===== src/rtl/capPkg.sv =====
package capPkg;

  typedef enum logic [1:0] {
    CMP_EQ  = 2'd0,
    CMP_LT  = 2'd1,
    CMP_GT  = 2'd2,
    CMP_OFF = 2'd3
  } cmpOp_e;

  typedef enum logic [2:0] {
    SV_IDLE,
    SV_SCAN,
    SV_GATE,
    SV_TRIGRD,
    SV_TRIGCMP,
    SV_XRD,
    SV_XWR
  } svcState_e;

  // strobes from the sequencer to the datapath
  typedef struct packed {
    logic setTrig;
    logic decTake;
    logic decSkip;
    logic advance;
    logic trigRd;
    logic xferRd;
    logic xferWr;
  } chanStrobe_t;

endpackage


===== src/rtl/capDatapath.sv =====
module capDatapath
  import capPkg::*;
#(
  parameter int NCH  = 6,
  parameter int AW   = 16,
  parameter int DW   = 32,
  parameter int BAW  = 12,
  parameter int LW   = 4,
  parameter int DECW = 8,
  parameter int CNTW = 16,
  parameter int SW   = 3
) (
  input  logic              clk,
  input  logic              rstN,
  input  logic [NCH-1:0]    cfgArm,
  input  logic [NCH-1:0]    cfgCircular,
  input  logic [NCH-1:0]    cfgReverse,
  input  logic [NCH-1:0]    cfgTrigEn,
  input  logic [NCH*2-1:0]  cfgTrigOp,
  input  logic [NCH*AW-1:0] cfgSrcAddr,
  input  logic [NCH*LW-1:0] cfgVecLenM1,
  input  logic [NCH*DECW-1:0] cfgDecim,
  input  logic [NCH*AW-1:0] cfgWatchAddr,
  input  logic [NCH*DW-1:0] cfgTrigRef,
  input  logic [NCH*BAW-1:0] cfgBufBase,
  input  logic [NCH*BAW-1:0] cfgBufSize,
  input  logic [SW-1:0]     sel,
  input  logic [LW-1:0]     wordIdx,
  input  chanStrobe_t       stb,
  output logic [NCH-1:0]    fullMask,
  output logic              selTrigWait,
  output logic              selDecZero,
  output logic              selStop,
  output logic              trigPass,
  output logic              memRdEn,
  output logic [AW-1:0]     memRdAddr,
  input  logic [DW-1:0]     memRdData,
  output logic              memWrEn,
  output logic [AW-1:0]     memWrAddr,
  output logic [DW-1:0]     memWrData,
  output logic              bufRdEn,
  output logic [BAW-1:0]    bufRdAddr,
  input  logic [DW-1:0]     bufRdData,
  output logic              bufWrEn,
  output logic [BAW-1:0]    bufWrAddr,
  output logic [DW-1:0]     bufWrData,
  output logic [NCH*BAW-1:0] stWrPtr,
  output logic [NCH*CNTW-1:0] stCount
);

  logic [BAW-1:0]  ptrA  [NCH];
  logic [CNTW-1:0] cntA  [NCH];
  logic [DECW-1:0] decA  [NCH];
  logic [NCH-1:0]  trigQ;
  logic [NCH-1:0]  fullQ;

  genvar g;
  generate
    for (g = 0; g < NCH; g++) begin : gChan
      logic [BAW-1:0]  base;
      logic [BAW-1:0]  lastAddr;
      logic [DECW-1:0] decim;
      logic            hit;

      assign base     = cfgBufBase[g*BAW +: BAW];
      assign lastAddr = base + cfgBufSize[g*BAW +: BAW] - BAW'(1);
      assign decim    = cfgDecim[g*DECW +: DECW];
      assign hit      = (sel == SW'(g));

      always_ff @(posedge clk or negedge rstN) begin
        if (!rstN) begin
          ptrA[g]  <= '0;
          cntA[g]  <= '0;
          decA[g]  <= '0;
          trigQ[g] <= 1'b0;
          fullQ[g] <= 1'b0;
        end else if (!cfgArm[g]) begin
          ptrA[g]  <= base;
          cntA[g]  <= '0;
          decA[g]  <= '0;
          trigQ[g] <= 1'b0;
          fullQ[g] <= 1'b0;
        end else if (hit) begin
          if (stb.setTrig) trigQ[g] <= 1'b1;
          if (stb.decTake)
            decA[g] <= (decim == '0) ? '0 : decim - DECW'(1);
          else if (stb.decSkip)
            decA[g] <= decA[g] - DECW'(1);
          if (stb.advance) begin
            cntA[g] <= cntA[g] + CNTW'(1);
            if (ptrA[g] == lastAddr && cfgCircular[g]) begin
              ptrA[g] <= base;
            end else begin
              ptrA[g] <= ptrA[g] + BAW'(1);
              if (ptrA[g] == lastAddr) fullQ[g] <= 1'b1;
            end
          end
        end
      end

      assign stWrPtr[g*BAW +: BAW]  = ptrA[g];
      assign stCount[g*CNTW +: CNTW] = cntA[g];
    end
  endgenerate

  assign fullMask = fullQ;

  // selected-channel view
  logic [BAW-1:0]  selPtr;
  logic [BAW-1:0]  selLast;
  logic [AW-1:0]   selSrc;
  logic [AW-1:0]   selWatch;
  logic [DW-1:0]   selRef;
  logic [1:0]      selOp;
  logic [LW-1:0]   selLenM1;
  logic            selRev;
  logic            selCirc;
  logic            selTrigEn;
  logic            selTrigd;
  logic [DECW-1:0] selDec;

  always_comb begin
    selPtr    = '0;
    selLast   = '0;
    selSrc    = '0;
    selWatch  = '0;
    selRef    = '0;
    selOp     = '0;
    selLenM1  = '0;
    selRev    = 1'b0;
    selCirc   = 1'b0;
    selTrigEn = 1'b0;
    selTrigd  = 1'b0;
    selDec    = '0;
    for (int i = 0; i < NCH; i++) begin
      if (sel == SW'(i)) begin
        selPtr    = ptrA[i];
        selLast   = cfgBufBase[i*BAW +: BAW] + cfgBufSize[i*BAW +: BAW] - BAW'(1);
        selSrc    = cfgSrcAddr[i*AW +: AW];
        selWatch  = cfgWatchAddr[i*AW +: AW];
        selRef    = cfgTrigRef[i*DW +: DW];
        selOp     = cfgTrigOp[i*2 +: 2];
        selLenM1  = cfgVecLenM1[i*LW +: LW];
        selRev    = cfgReverse[i];
        selCirc   = cfgCircular[i];
        selTrigEn = cfgTrigEn[i];
        selTrigd  = trigQ[i];
        selDec    = decA[i];
      end
    end
  end

  assign selTrigWait = selTrigEn & ~selTrigd;
  assign selDecZero  = (selDec == '0);
  assign selStop     = (wordIdx == selLenM1) | (~selCirc & (selPtr == selLast));

  always_comb begin
    case (cmpOp_e'(selOp))
      CMP_EQ:  trigPass = (memRdData == selRef);
      CMP_LT:  trigPass = (memRdData <  selRef);
      CMP_GT:  trigPass = (memRdData >  selRef);
      default: trigPass = 1'b0;
    endcase
  end

  logic [AW-1:0] wordAddr;
  assign wordAddr = selSrc + AW'(wordIdx);

  assign memRdEn   = stb.trigRd | (stb.xferRd & ~selRev);
  assign memRdAddr = stb.trigRd ? selWatch : wordAddr;
  assign bufRdEn   = stb.xferRd & selRev;
  assign bufRdAddr = selPtr;
  assign bufWrEn   = stb.xferWr & ~selRev;
  assign bufWrAddr = selPtr;
  assign bufWrData = memRdData;
  assign memWrEn   = stb.xferWr & selRev;
  assign memWrAddr = wordAddr;
  assign memWrData = bufRdData;

endmodule


===== src/rtl/capSequencer.sv =====
module capSequencer
  import capPkg::*;
#(
  parameter int NCH = 6,
  parameter int LW  = 4,
  parameter int SW  = 3
) (
  input  logic           clk,
  input  logic           rstN,
  input  logic           cycleStrobe,
  input  logic [NCH-1:0] armMask,
  input  logic [NCH-1:0] fullMask,
  input  logic           selTrigWait,
  input  logic           selDecZero,
  input  logic           selStop,
  input  logic           trigPass,
  output logic [SW-1:0]  sel,
  output logic [LW-1:0]  wordIdx,
  output chanStrobe_t    stb,
  output logic           svcBusy,
  output logic           overrun
);

  svcState_e      state;
  logic [NCH-1:0] pending;
  logic [SW-1:0]  pickIdx;

  always_comb begin
    pickIdx = '0;
    for (int i = NCH - 1; i >= 0; i--) begin
      if (pending[i]) pickIdx = SW'(i);
    end
  end

  always_ff @(posedge clk or negedge rstN) begin
    if (!rstN) begin
      state   <= SV_IDLE;
      pending <= '0;
      sel     <= '0;
      wordIdx <= '0;
      overrun <= 1'b0;
    end else begin
      if (cycleStrobe && state != SV_IDLE) overrun <= 1'b1;
      case (state)
        SV_IDLE: begin
          if (cycleStrobe) begin
            pending <= armMask & ~fullMask;
            state   <= SV_SCAN;
          end
        end
        SV_SCAN: begin
          if (pending == '0) begin
            state <= SV_IDLE;
          end else begin
            sel              <= pickIdx;
            pending[pickIdx] <= 1'b0;
            state            <= SV_GATE;
          end
        end
        SV_GATE: begin
          if (selTrigWait) begin
            state <= SV_TRIGRD;
          end else if (selDecZero) begin
            wordIdx <= '0;
            state   <= SV_XRD;
          end else begin
            state <= SV_SCAN;
          end
        end
        SV_TRIGRD: state <= SV_TRIGCMP;
        SV_TRIGCMP: begin
          if (trigPass && selDecZero) begin
            wordIdx <= '0;
            state   <= SV_XRD;
          end else begin
            state <= SV_SCAN;
          end
        end
        SV_XRD: state <= SV_XWR;
        SV_XWR: begin
          if (selStop) begin
            state <= SV_SCAN;
          end else begin
            wordIdx <= wordIdx + LW'(1);
            state   <= SV_XRD;
          end
        end
        default: state <= SV_IDLE;
      endcase
    end
  end

  always_comb begin
    stb = '0;
    case (state)
      SV_GATE: begin
        if (!selTrigWait) begin
          stb.decTake = selDecZero;
          stb.decSkip = ~selDecZero;
        end
      end
      SV_TRIGRD: stb.trigRd = 1'b1;
      SV_TRIGCMP: begin
        if (trigPass) begin
          stb.setTrig = 1'b1;
          stb.decTake = selDecZero;
          stb.decSkip = ~selDecZero;
        end
      end
      SV_XRD: stb.xferRd = 1'b1;
      SV_XWR: begin
        stb.xferWr  = 1'b1;
        stb.advance = 1'b1;
      end
      default: ;
    endcase
  end

  assign svcBusy = (state != SV_IDLE);

endmodule


===== src/rtl/capUnit.sv =====
module capUnit
  import capPkg::*;
#(
  parameter int NCH  = 6,
  parameter int AW   = 16,
  parameter int DW   = 32,
  parameter int BAW  = 12,
  parameter int LW   = 4,
  parameter int DECW = 8,
  parameter int CNTW = 16
) (
  input  logic                clk,
  input  logic                rstN,
  input  logic                cycleStrobe,
  input  logic [NCH-1:0]      cfgArm,
  input  logic [NCH-1:0]      cfgCircular,
  input  logic [NCH-1:0]      cfgReverse,
  input  logic [NCH-1:0]      cfgTrigEn,
  input  logic [NCH*2-1:0]    cfgTrigOp,
  input  logic [NCH*AW-1:0]   cfgSrcAddr,
  input  logic [NCH*LW-1:0]   cfgVecLenM1,
  input  logic [NCH*DECW-1:0] cfgDecim,
  input  logic [NCH*AW-1:0]   cfgWatchAddr,
  input  logic [NCH*DW-1:0]   cfgTrigRef,
  input  logic [NCH*BAW-1:0]  cfgBufBase,
  input  logic [NCH*BAW-1:0]  cfgBufSize,
  output logic                memRdEn,
  output logic [AW-1:0]       memRdAddr,
  input  logic [DW-1:0]       memRdData,
  output logic                memWrEn,
  output logic [AW-1:0]       memWrAddr,
  output logic [DW-1:0]       memWrData,
  output logic                bufRdEn,
  output logic [BAW-1:0]      bufRdAddr,
  input  logic [DW-1:0]       bufRdData,
  output logic                bufWrEn,
  output logic [BAW-1:0]      bufWrAddr,
  output logic [DW-1:0]       bufWrData,
  output logic [NCH*BAW-1:0]  stWrPtr,
  output logic [NCH*CNTW-1:0] stCount,
  output logic [NCH-1:0]      stFull,
  output logic                stOverrun
);

  localparam int SW = (NCH > 1) ? $clog2(NCH) : 1;

  logic [SW-1:0] sel;
  logic [LW-1:0] wordIdx;
  chanStrobe_t   stb;
  logic          selTrigWait;
  logic          selDecZero;
  logic          selStop;
  logic          trigPass;
  logic          svcBusy;

  capSequencer #(.NCH(NCH), .LW(LW), .SW(SW)) uSeq (
    .clk         (clk),
    .rstN        (rstN),
    .cycleStrobe (cycleStrobe),
    .armMask     (cfgArm),
    .fullMask    (stFull),
    .selTrigWait (selTrigWait),
    .selDecZero  (selDecZero),
    .selStop     (selStop),
    .trigPass    (trigPass),
    .sel         (sel),
    .wordIdx     (wordIdx),
    .stb         (stb),
    .svcBusy     (svcBusy),
    .overrun     (stOverrun)
  );

  capDatapath #(
    .NCH(NCH), .AW(AW), .DW(DW), .BAW(BAW), .LW(LW),
    .DECW(DECW), .CNTW(CNTW), .SW(SW)
  ) uDp (
    .clk          (clk),
    .rstN         (rstN),
    .cfgArm       (cfgArm),
    .cfgCircular  (cfgCircular),
    .cfgReverse   (cfgReverse),
    .cfgTrigEn    (cfgTrigEn),
    .cfgTrigOp    (cfgTrigOp),
    .cfgSrcAddr   (cfgSrcAddr),
    .cfgVecLenM1  (cfgVecLenM1),
    .cfgDecim     (cfgDecim),
    .cfgWatchAddr (cfgWatchAddr),
    .cfgTrigRef   (cfgTrigRef),
    .cfgBufBase   (cfgBufBase),
    .cfgBufSize   (cfgBufSize),
    .sel          (sel),
    .wordIdx      (wordIdx),
    .stb          (stb),
    .fullMask     (stFull),
    .selTrigWait  (selTrigWait),
    .selDecZero   (selDecZero),
    .selStop      (selStop),
    .trigPass     (trigPass),
    .memRdEn      (memRdEn),
    .memRdAddr    (memRdAddr),
    .memRdData    (memRdData),
    .memWrEn      (memWrEn),
    .memWrAddr    (memWrAddr),
    .memWrData    (memWrData),
    .bufRdEn      (bufRdEn),
    .bufRdAddr    (bufRdAddr),
    .bufRdData    (bufRdData),
    .bufWrEn      (bufWrEn),
    .bufWrAddr    (bufWrAddr),
    .bufWrData    (bufWrData),
    .stWrPtr      (stWrPtr),
    .stCount      (stCount)
  );

endmodule


===== config.mk =====
export PLATFORM = sky130hd
export DESIGN_NAME = capUnit
export DESIGN_NICKNAME = d
export VERILOG_FILES = /design/src/rtl/capPkg.sv /design/src/rtl/capDatapath.sv /design/src/rtl/capSequencer.sv /design/src/rtl/capUnit.sv
export SDC_FILE = /design/constraint.sdc
export NUM_CORES = 1
export LEC_CHECK = 0
export BUFFER_PORTS_ARGS = -buffer_cell sky130_fd_sc_hd__buf_2
export CELL_PAD_IN_SITES_DETAIL_PLACEMENT = 0
export CELL_PAD_IN_SITES_GLOBAL_PLACEMENT = 1
export CORE_AREA = 2 2 391 393
export DETAILED_ROUTE_END_ITERATION = 16
export DIE_AREA = 0 0 393 395
export MAX_ROUTING_LAYER = met4
export PLACE_DENSITY_LB_ADDON = 0.1
export SETUP_SLACK_MARGIN = 0.05
export SLEW_MARGIN = 20
export SYNTH_ARGS = -nofsm -noshare
export SYNTH_HDL_FRONTEND = slang
export SYNTH_HIERARCHICAL = 1
export SYNTH_SLANG_ARGS = --single-unit

===== constraint.sdc =====
create_clock -name clk -period 6.2 [get_ports clk]
set_input_delay 0.62 -clock clk [delete_from_list [all_inputs] [get_ports clk]]
set_output_delay 0.62 -clock clk [all_outputs]
set_load 0.02 [all_outputs]

## Word level (Yosys, flattened, before mapping)

Index checks and enable logic that the tools add are counted.

- Register bits: 245
- Logic and storage cells: 427
- Input port bits: 703

- Eq/ne operators: 64
- Order comparisons: 4
- Add/sub/neg operators: 38
- Multiplexer cells: 219
- Reductions and logical operators: 50
- Bitwise operators: 17

Operators with widths:

| kind | count |
|---|---|
| 16-bit two-way mux | 31 |
| 12-bit two-way mux | 36 |
| 8-bit two-way mux | 36 |
| 32-bit two-way mux | 6 |
| 16-bit by 1-bit adder with 16-bit output, second input constant | 6 |
| 8-bit by 1-bit subtractor with 8-bit output, second input constant | 12 |
| 12-bit == test | 7 |
| 12-bit by 1-bit adder with 12-bit output, second input constant | 6 |
| 12-bit adder | 6 |
| 1-bit two-way mux | 72 |
| 12-bit by 1-bit subtractor with 12-bit output, second input constant | 6 |
| 8-bit zero test | 7 |
| 2-bit by 1-bit != test with 1-bit output, second input constant | 26 |
| 4-bit two-way mux | 10 |
| 2-bit AND reduction | 19 |
| 3-bit two-way mux | 12 |
| 32-bit == test | 1 |
| 32-bit > comparator | 1 |
| 32-bit < comparator | 1 |
| 4-bit AND reduction | 6 |
| 3-bit one-hot mux with 7 select lines | 1 |
| 2-bit != test, second input constant | 10 |
| 3-bit by 1-bit != test with 1-bit output, second input constant | 6 |
| 16-bit by 4-bit adder with 16-bit output | 1 |
| other kinds (29) | 67 |

## Longest topological paths before layout

Gate-level depths: netlist (run 1).

- Depth in word-level cells: 15
- Depth in mapped cells: 31

## Hierarchy

Netlist (run 1), hierarchy kept.

Modules (own cells, without submodules):

| module | area an instance (sq um) | cells an instance | times used |
|---|---|---|---|
| capDatapath | 26484.2 | 3308 | 1 |
| capSequencer | 979.7 | 107 | 1 |

## Worst setup path after synthesis (run 1)

Ideal clock, no wire load.

- Kind: register to register
- Start point: reg uSeq.sel[0]
- End point: reg uDp/decA[43] in the netlist's numbering
- Slack: -631 ps
- Cell stages (with the launch flop): 29
- Data arrival time: 6710 ps
- Data required time: 6079 ps
- Buffers on the path: 10
- Cell sequence: dfrtp_1 > buf_2 > buf_2 > buf_2 > buf_2 > buf_2 > buf_2 > buf_1 > buf_2 > mux2i_1 > o21ai_0 > a222oi_1 > ha_1 > a21o_1 > a21o_1 > a21o_1 > a21o_1 > a21oi_1 > o21ai_0 > or3_1 > a211o_1 > o211ai_1 > nor4bb_1 > o21ai_1 > inv_1 > clkbuf_1 > clkbuf_1 > o22ai_1 > a22o_1

RTL lines:

| element | RTL line | text |
|---|---|---|
| start, declared | capSequencer.sv:17 | `output logic [SW-1:0] sel,` |
| start signal, assigned | capSequencer.sv:55 | `sel <= pickIdx;` |
| end signal, assigned by index | capDatapath.sv:86 | `decA[g] <= (decim == '0) ? '0 : decim - DECW'(1);` |
| end signal, assigned by index | capDatapath.sv:88 | `decA[g] <= decA[g] - DECW'(1);` |
| end, declared | capDatapath.sv:53 | `logic [DECW-1:0] decA [NCH];` |

==> impl_metrics.yaml, run 1 <==
outcome:
  outcome: "finished, final reports clean"
sta:
  worst_margin_slew_ns: 1.258
  worst_clock_skew_ns: 0.01381
  timing.fmax_mhz: 171.6
  grt_setup_unrepaired: "no"
  report.final.hold_viol_count: 0
  final_max_slew_viol_count: 0
  period_minus_slack_ns: 5.827
  final.setup.tns_ns: 0
  setup_viol: 0
  relSlewSlack_pct: 16.06
  period_share_pct: 93.98
run:
  maxCapViolations: 0
drt:
  routed-via-count: 29180
  wl_per_cell_um: 28.57
  detailedRoute.firstPassIterationCount: 6
  detailedRoute.firstIterationViolations: 1884
  drt.antenna.violating_nets: 0
  drc: 0
  detail_route.vias_per_cell: 4.590
  postRouteWirelength_um: 181600
clock_network:
  cts_num_sinks: 245
  ctsRootBufferMaster: "sky130_fd_sc_hd__clkbuf_16"
  cts.reportedPaths.clkPinSlew_ns: 0.06
  worst_skew_pair.late_latency_ns: 0.60
  cts_hold_buf: 0
  cts_tree: "done"
  clock_path_buffers: 3
  htree_num_levels: 2
  cts_buffers: 39
floorplan:
  top_level_ports: 1002
  die_area_um2: 155200
  dieHeight_um: 395
  row_count: 143
  initial_core_util_pct: 18.17
  coreArea_um2: 151200
  die_x_um: 393
global_routing:
  grt_antenna_before_repair: 91
  global_route_wire_length_before_repair_um: 244200
  global_route.usage.total_pct: 23.18
  grt_pass1_vias: 29700
  grt_max_degree: 108
  overflow: 0
cells_and_area:
  ff_latch_area_um2: 6142
  nFillCells: 17040
  final_core_occ_pct: 23.76
  post_route_cells_drive_above_1_share_pct: 29.52
  finish.net_count: 5144
  layout-area-overhead-vs-synth_pct: 30.81
  area_used_by_multi_input_combinational_logic_um2: 18870
setup_path:
  worst-endpoint-required_ns: 6.72
  worstPathMaxFanout: 18
  worstPathArrival_ns: 6.35
  worstSetupPathType: "flop to flop"
  endpoint_kind: "flop"
  crit_path_start_kind: "flop"
synth:
  synthesis.yosys.warnings: 6
  yosysMostFrequentCell: "sky130_fd_sc_hd__inv_1"
  yosysTopAreaCellShare_pct: 22.32
  yosys.cell_types.count: 101
  yosys-top-cells-count: "sky130_fd_sc_hd__inv_1 (326), sky130_fd_sc_hd__nor2_1 (266), sky130_fd_sc_hd__nand2_1 (253), sky130_fd_sc_hd__dfrtp_1 (245), sky130_fd_sc_hd__a21oi_1 (203)"
  synth_async_sr_flop_share_pct: 100.0
  netlist_area_um2: 27460
  total_nets_after_synthesis: 4318
  synth_top_cells_by_area: "sky130_fd_sc_hd__dfrtp_1 (22%), sky130_fd_sc_hd__ha_1 (8.8%), sky130_fd_sc_hd__xnor2_1 (4.8%)"
  dominantRegCellSynth: "sky130_fd_sc_hd__dfrtp_1"
  synth_sequential_area_ratio_pct: 22.32
  syn-instance-count: 3415
  postSynthRegisterBits: 245
  synthDominantAreaCellType: "sky130_fd_sc_hd__dfrtp_1"
  synth_enable_flop_cells: 0
  postSynthAreaPerCell_um2: 8.042
hold_path:
  hp-class: "input pin to async pin"
pwr:
  total_leakage_power_nw: 17.01
  power_per_unit_of_standard_cell_area_nw_per_um2: 383.5
  totalPowerFinal_mw: 13.78
  vdd_ir_drop_max_mv: 0.2786
place:
  gp_congestion: 0.8582
  port_buffers: 937
  dp.final_hpwl_um: 153100
power by group:
group	internal [mW]	switching [mW]
clock network	1.48	0.960
logic	3.21	5.85
registers	1.78	0.507
registers in the layout, indices dropped and copies added (netlist names):
signal        flops
uSeq/wordIdx      4
uSeq/sel          3
uDp/stCount      96
uDp/decA         48
uDp/trigQ         6
uSeq/pending      6
uSeq/overrun      1
uSeq/state        3
uDp/fullMask      6
uDp/stWrPtr      72
timing repair:
action | CTS | global route
gates cloned | 0 | 0
setup endpoints to repair | 7 | 18
pin swaps | 0 | 0
endpoints found under the hold margin | 0 | 0
gates resized for setup | 5 | 4
buffers inserted | 0 | 6
cell usage in the layout (no fill, tap or decap), types with 33 or more instances in the layout:
| master | netlist | layout |
|---|---|---|
| sky130_fd_sc_hd__xor2_1 | 98 | 96 |
| sky130_fd_sc_hd__mux4_2 | 42 | 42 |
| sky130_fd_sc_hd__o21ai_0 | 143 | 138 |
| sky130_fd_sc_hd__nand4_1 | 63 | 63 |
| sky130_fd_sc_hd__clkbuf_16 | 0 | 39 |
| sky130_fd_sc_hd__buf_4 | 77 | 105 |
| sky130_fd_sc_hd__xnor2_1 | 151 | 150 |
| sky130_fd_sc_hd__mux2i_1 | 124 | 124 |
| sky130_fd_sc_hd__diode_2 | 0 | 58 |
| sky130_fd_sc_hd__nor3_1 | 104 | 104 |
| sky130_fd_sc_hd__a22o_1 | 46 | 46 |
| sky130_fd_sc_hd__nand2b_1 | 39 | 38 |
| sky130_fd_sc_hd__nand3_1 | 95 | 95 |
| sky130_fd_sc_hd__and2_1 | 69 | 67 |
| sky130_fd_sc_hd__nand2_1 | 253 | 252 |
| sky130_fd_sc_hd__o22ai_1 | 55 | 55 |
| sky130_fd_sc_hd__a21o_1 | 33 | 33 |
| sky130_fd_sc_hd__inv_1 | 326 | 324 |
| sky130_fd_sc_hd__buf_2 | 33 | 936 |
| sky130_fd_sc_hd__mux2_2 | 33 | 33 |
| sky130_fd_sc_hd__or3_1 | 34 | 34 |
| sky130_fd_sc_hd__and3_1 | 54 | 54 |
| sky130_fd_sc_hd__a21oi_1 | 203 | 201 |
| sky130_fd_sc_hd__nor2_1 | 266 | 261 |
| sky130_fd_sc_hd__ha_1 | 193 | 193 |
| sky130_fd_sc_hd__dfrtp_1 | 245 | 242 |
final timing paths:
path,cells after the start,end,slack [ns],startpoint
min in group clk,2,uSeq/overrun,0.29,cycleStrobe
max reg2reg,20,uDp/decA[43],0.37,uSeq/sel[0]
min,1,uDp/stWrPtr[1],0.03,rstN
max,20,uDp/decA[43],0.37,uSeq/sel[0]
max in group asynchronous,2,uDp/stCount[91],5.03,rstN
min reg2reg,1,uSeq/overrun,0.45,uSeq/overrun
routing by layer:
metal	global-route usage, %	wire, µm	share of wire (%)	up-vias
li1	-	-	-	13870
met4	8.600	6027	3.3	0
met3	5.233	12460	6.9	192
met2	40.34	92950	51	960
met1	25.64	70170	39	14160
met5	-	0	0	-
worst max-delay path, stage by stage, from the launching register on:
cell                       delay, ns
sky130_fd_sc_hd__dfrtp_4        0.63
sky130_fd_sc_hd__buf_12         0.17
sky130_fd_sc_hd__mux4_2         0.58
sky130_fd_sc_hd__a21oi_1        0.27
sky130_fd_sc_hd__ha_1           0.29
sky130_fd_sc_hd__nor2b_1        0.14
sky130_fd_sc_hd__o21a_1         0.17
sky130_fd_sc_hd__o21a_1         0.17
sky130_fd_sc_hd__o21a_1         0.16
sky130_fd_sc_hd__o21ai_0        0.13
sky130_fd_sc_hd__a211oi_1       0.08
sky130_fd_sc_hd__or3_1          0.39
sky130_fd_sc_hd__a22oi_1        0.18
sky130_fd_sc_hd__o211ai_1       0.29
sky130_fd_sc_hd__nor4bb_4       0.26
sky130_fd_sc_hd__buf_4          0.19
sky130_fd_sc_hd__o21ai_1        0.21
sky130_fd_sc_hd__inv_2          0.08
sky130_fd_sc_hd__or2_2          0.45
sky130_fd_sc_hd__a21boi_1       0.63
sky130_fd_sc_hd__a22o_1         0.26
cell type report:
class,instances,area share [%]
multi-input cells,2578,52.53
flip-flops and latches,245,17.10
repair buffers,1050,15.71
well taps,2030,7.070
inverters,327,3.424
clock buffers,57,3.267
clock inverters,12,0.4980
diodes,58,0.4040
through the flow:
step | hold slack (ns) | setup slack [ns] | std cells | cell area, µm²
after detailed placement | 0.4387 | 0.2814 | 6224 | 34320
final | 0.03474 | 0.3733 | 6357 | 35930
after CTS | 0.02384 | 0.03717 | 6293 | 35700
after global routing | 0.04824 | 0.06771 | 6352 | 35910
after global placement | 0.4422 | 0.2775 | 6224 | 34320
after floorplan | 0.3244 | 0.07275 | 3415 | 27490
cells by family (layout without fill, tap and decap cells):
logic type / after synthesis / after routing / synth area share, %
simple gates: 1130 / 1130 / 20.85
compound gates: 781 / 781 / 19.23
buf+inv: 592 / 1446 / 9.449
xor+xnor: 268 / 268 / 9.526
flops: 245 / 245 / 22.32
fa+ha+maj: 200 / 200 / 9.303
mux: 199 / 199 / 9.317
other cells: 0 / 58 / 0
(Power assumes the default switching activity.)
==> run 2: changes to the inputs <==
Settings changed: CORE_AREA 2 2 391 393 to 2 2 388 390, CTS_BUF_LIST from default to sky130_fd_sc_hd__clkbuf_4 sky130_fd_sc_hd__clkbuf_8 sky130_fd_sc_hd__clkbuf_16, DIE_AREA 0 0 393 395 to 0 0 390 392.
Clock period 6.2 ns to 7.5 ns, I/O delays scaled along.
==> run 2 against run 1 <==
Worst setup slack improved by 0.40 ns. Clock power fell by 12%. First-iteration DRC count fell by 14%. Sequential share of layout area rose by 0.20 points. Critical path type is now flop to primary output. Highest routed layer unchanged.
==> impl_metrics.yaml, run 2 (synthesis gave the netlist of run 1 again) <==
cells_and_area:
  area_used_by_multi_input_combinational_logic_um2: 18830
  largest_register_ffs: 96
  finish.net_count: 5101
  layout.cells.most_common_list: "sky130_fd_sc_hd__buf_2 (936), sky130_fd_sc_hd__inv_1 (323), sky130_fd_sc_hd__nor2_1 (263), sky130_fd_sc_hd__nand2_1 (252), sky130_fd_sc_hd__dfrtp_1 (242)"
  post_route_cells_drive_above_1_share_pct: 28.81
  layout-area-overhead-vs-synth_pct: 29.32
  final_common_cell: "sky130_fd_sc_hd__buf_2"
  layout.cell_area.non_filler_um2: 35520
  nFillCells: 16850
  ff_latch_area_um2: 6142
pwr:
  p_switching_mw: 5.965
  share_seq_of_total_power_pct: 17.3
  clock_power_share_pct: 19.1
  total_leakage_power_nw: 16.82
  totalPowerFinal_mw: 11.23
  p_sw_share_pct: 53.13
  vdd_ir_drop_max_mv: 0.1562
  power_report.internal_total_mw: 5.262
  combinational_power_share_pct: 63.7
  power_per_unit_of_standard_cell_area_nw_per_um2: 316.1
place:
  dp.final_hpwl_um: 149600
  gp_congestion: 0.8978
  port_buffers: 937
  place_area_um2: 33890
  dp_slack_ns: 1.003
clock_network:
  postCtsResizedCells: 0
  cts_num_sinks: 245
  worst_skew_pair.late_latency_ns: 0.62
  clock_path_buffers: 3
  cts_buffers: 40
  htree_num_levels: 2
  ctsRootBufferMaster: "sky130_fd_sc_hd__clkbuf_16"
  cts_hold_buf: 0
  setup_repair_bufs_after_cts: 0
  cts.reportedPaths.clkPinSlew_ns: 0.06
  cts_tree: "done"
sta:
  grt_setup_unrepaired: "no"
  postLayoutSetupSlackWorst_ns: 0.7782
  worst_clock_skew_ns: 0.03423
  setup_viol: 0
  final.setup.tns_ns: 0
  worst_margin_slew_ns: 1.135
  timing.fmax_mhz: 148.8
  relSlewSlack_pct: 23.81
  report.final.hold_viol_count: 0
  period_minus_slack_ns: 6.722
  final_max_slew_viol_count: 0
  finalHoldWorstSlack_ns: 0.07804
  period_share_pct: 89.62
floorplan:
  die_x_um: 390
  row_count: 142
  die_area_um2: 152900
  initial_core_util_pct: 18.45
  dieHeight_um: 392
  top_level_ports: 1002
  coreArea_um2: 148900
drt:
  detail_route.vias_per_cell: 4.694
  drt.antenna.violating_nets: 0
  drc: 0
  wl_per_cell_um: 28.60
  routed-via-count: 29260
  detailedRoute.firstPassIterationCount: 5
  detailedRoute.firstIterationViolations: 1611
  postRouteWirelength_um: 178300
global_routing:
  grt_antenna_before_repair: 85
  overflow: 0
  grt_pass1_vias: 29630
  grt_max_degree: 78
  global_route_wire_length_before_repair_um: 240200
  global_route.usage.total_pct: 23.04
outcome:
  outcome: "finished, final reports clean"
setup_path:
  worstPathArrival_ns: 5.97
  worstPathMaxFanout: 31
  rr_worst_depth: 24
  worst-endpoint-required_ns: 6.75
  endpoint_kind: "primary output"
  crit_path_start_kind: "flop"
  worstSetupPathType: "flop to primary output"
run:
  maxCapViolations: 0
hold_path:
  hp-class: "input pin to async pin"
-- run 2: cell types whose count changed in the layout (fill, tap and decap cells not counted), moves of 4 or more --
cell	before	now
sky130_fd_sc_hd__o21ai_1	10	6
sky130_fd_sc_hd__clkbuf_8	13	9
sky130_fd_sc_hd__clkbuf_1	5	0
sky130_fd_sc_hd__buf_4	105	65
sky130_fd_sc_hd__clkbuf_4	0	5
sky130_fd_sc_hd__o21ai_0	138	142
-- run 2: power groups by stage --
stage	Sequential, mW	Combinational [mW]	Clock [mW]
floorplan	1.74	4.28	0
global placement	1.98	7.24	0
detailed placement	1.97	7.21	0
CTS	1.95	7.24	2.23
global route	1.98	7.65	2.27
finish	1.94	7.15	2.14
-- run 2: area by class of cell --
type | count | share of cell area (%)
Antenna cell | 61 | 0.4298
Clock buffer | 54 | 3.273
Clock inverter | 18 | 0.8455
Inverter | 327 | 3.463
Multi-Input combinational cell | 2578 | 53.01
Sequential cell | 245 | 17.29
Tap cell | 1944 | 6.849
Timing Repair Buffer | 1006 | 14.83
-- run 2: through the flow --
| step | utilization (%) | cells |
|---|---|---|
| finish | 23.85 | 6233 |
| floorplan | - | 3415 |
| global placement | 22.76 | 6099 |
| detailed placement | 22.76 | 6100 |
| global route | 23.84 | 6225 |
| CTS | 23.75 | 6172 |
-- run 2: final timing paths --
check	slack, ns	end	from
worst max-delay path	0.78	memRdAddr[15]	uSeq/sel[0]
worst min-delay path	0.08	uDp/stCount[45]	rstN
worst max register to register	0.97	uDp/decA[3]	uSeq/sel[0]
worst min register to register	0.45	uSeq/overrun	uSeq/overrun
max in group asynchronous	6.05	uDp/stCount[78]	rstN
min in group clk	0.39	uSeq/overrun	cycleStrobe
-- run 2: routing by layer --
layer  vias up  routed length [µm]  track usage, %
met5         -                   0               -
met4         0                6746           9.119
met3       209               11140           4.887
met2       998               89100           39.42
met1     14240               71300           26.18
li1      13810                   -               -
-- run 2: worst max-delay path: stages, from the launching register on --
cell and delay, ns:
sky130_fd_sc_hd__dfrtp_4 0.87, sky130_fd_sc_hd__buf_4 0.56, sky130_fd_sc_hd__nor2_1 0.29, sky130_fd_sc_hd__a21oi_1 0.22, sky130_fd_sc_hd__o221ai_1 0.20, sky130_fd_sc_hd__ha_1 0.35, sky130_fd_sc_hd__a21o_1 0.11, sky130_fd_sc_hd__a21oi_1 0.09
sky130_fd_sc_hd__nand2b_1 0.22, sky130_fd_sc_hd__a2111oi_0 0.70, sky130_fd_sc_hd__nor2b_1 0.24, sky130_fd_sc_hd__and3_1 0.25, sky130_fd_sc_hd__nand3_1 0.11, sky130_fd_sc_hd__xor2_1 0.66, sky130_fd_sc_hd__mux2_2 0.27, sky130_fd_sc_hd__buf_2 0.17
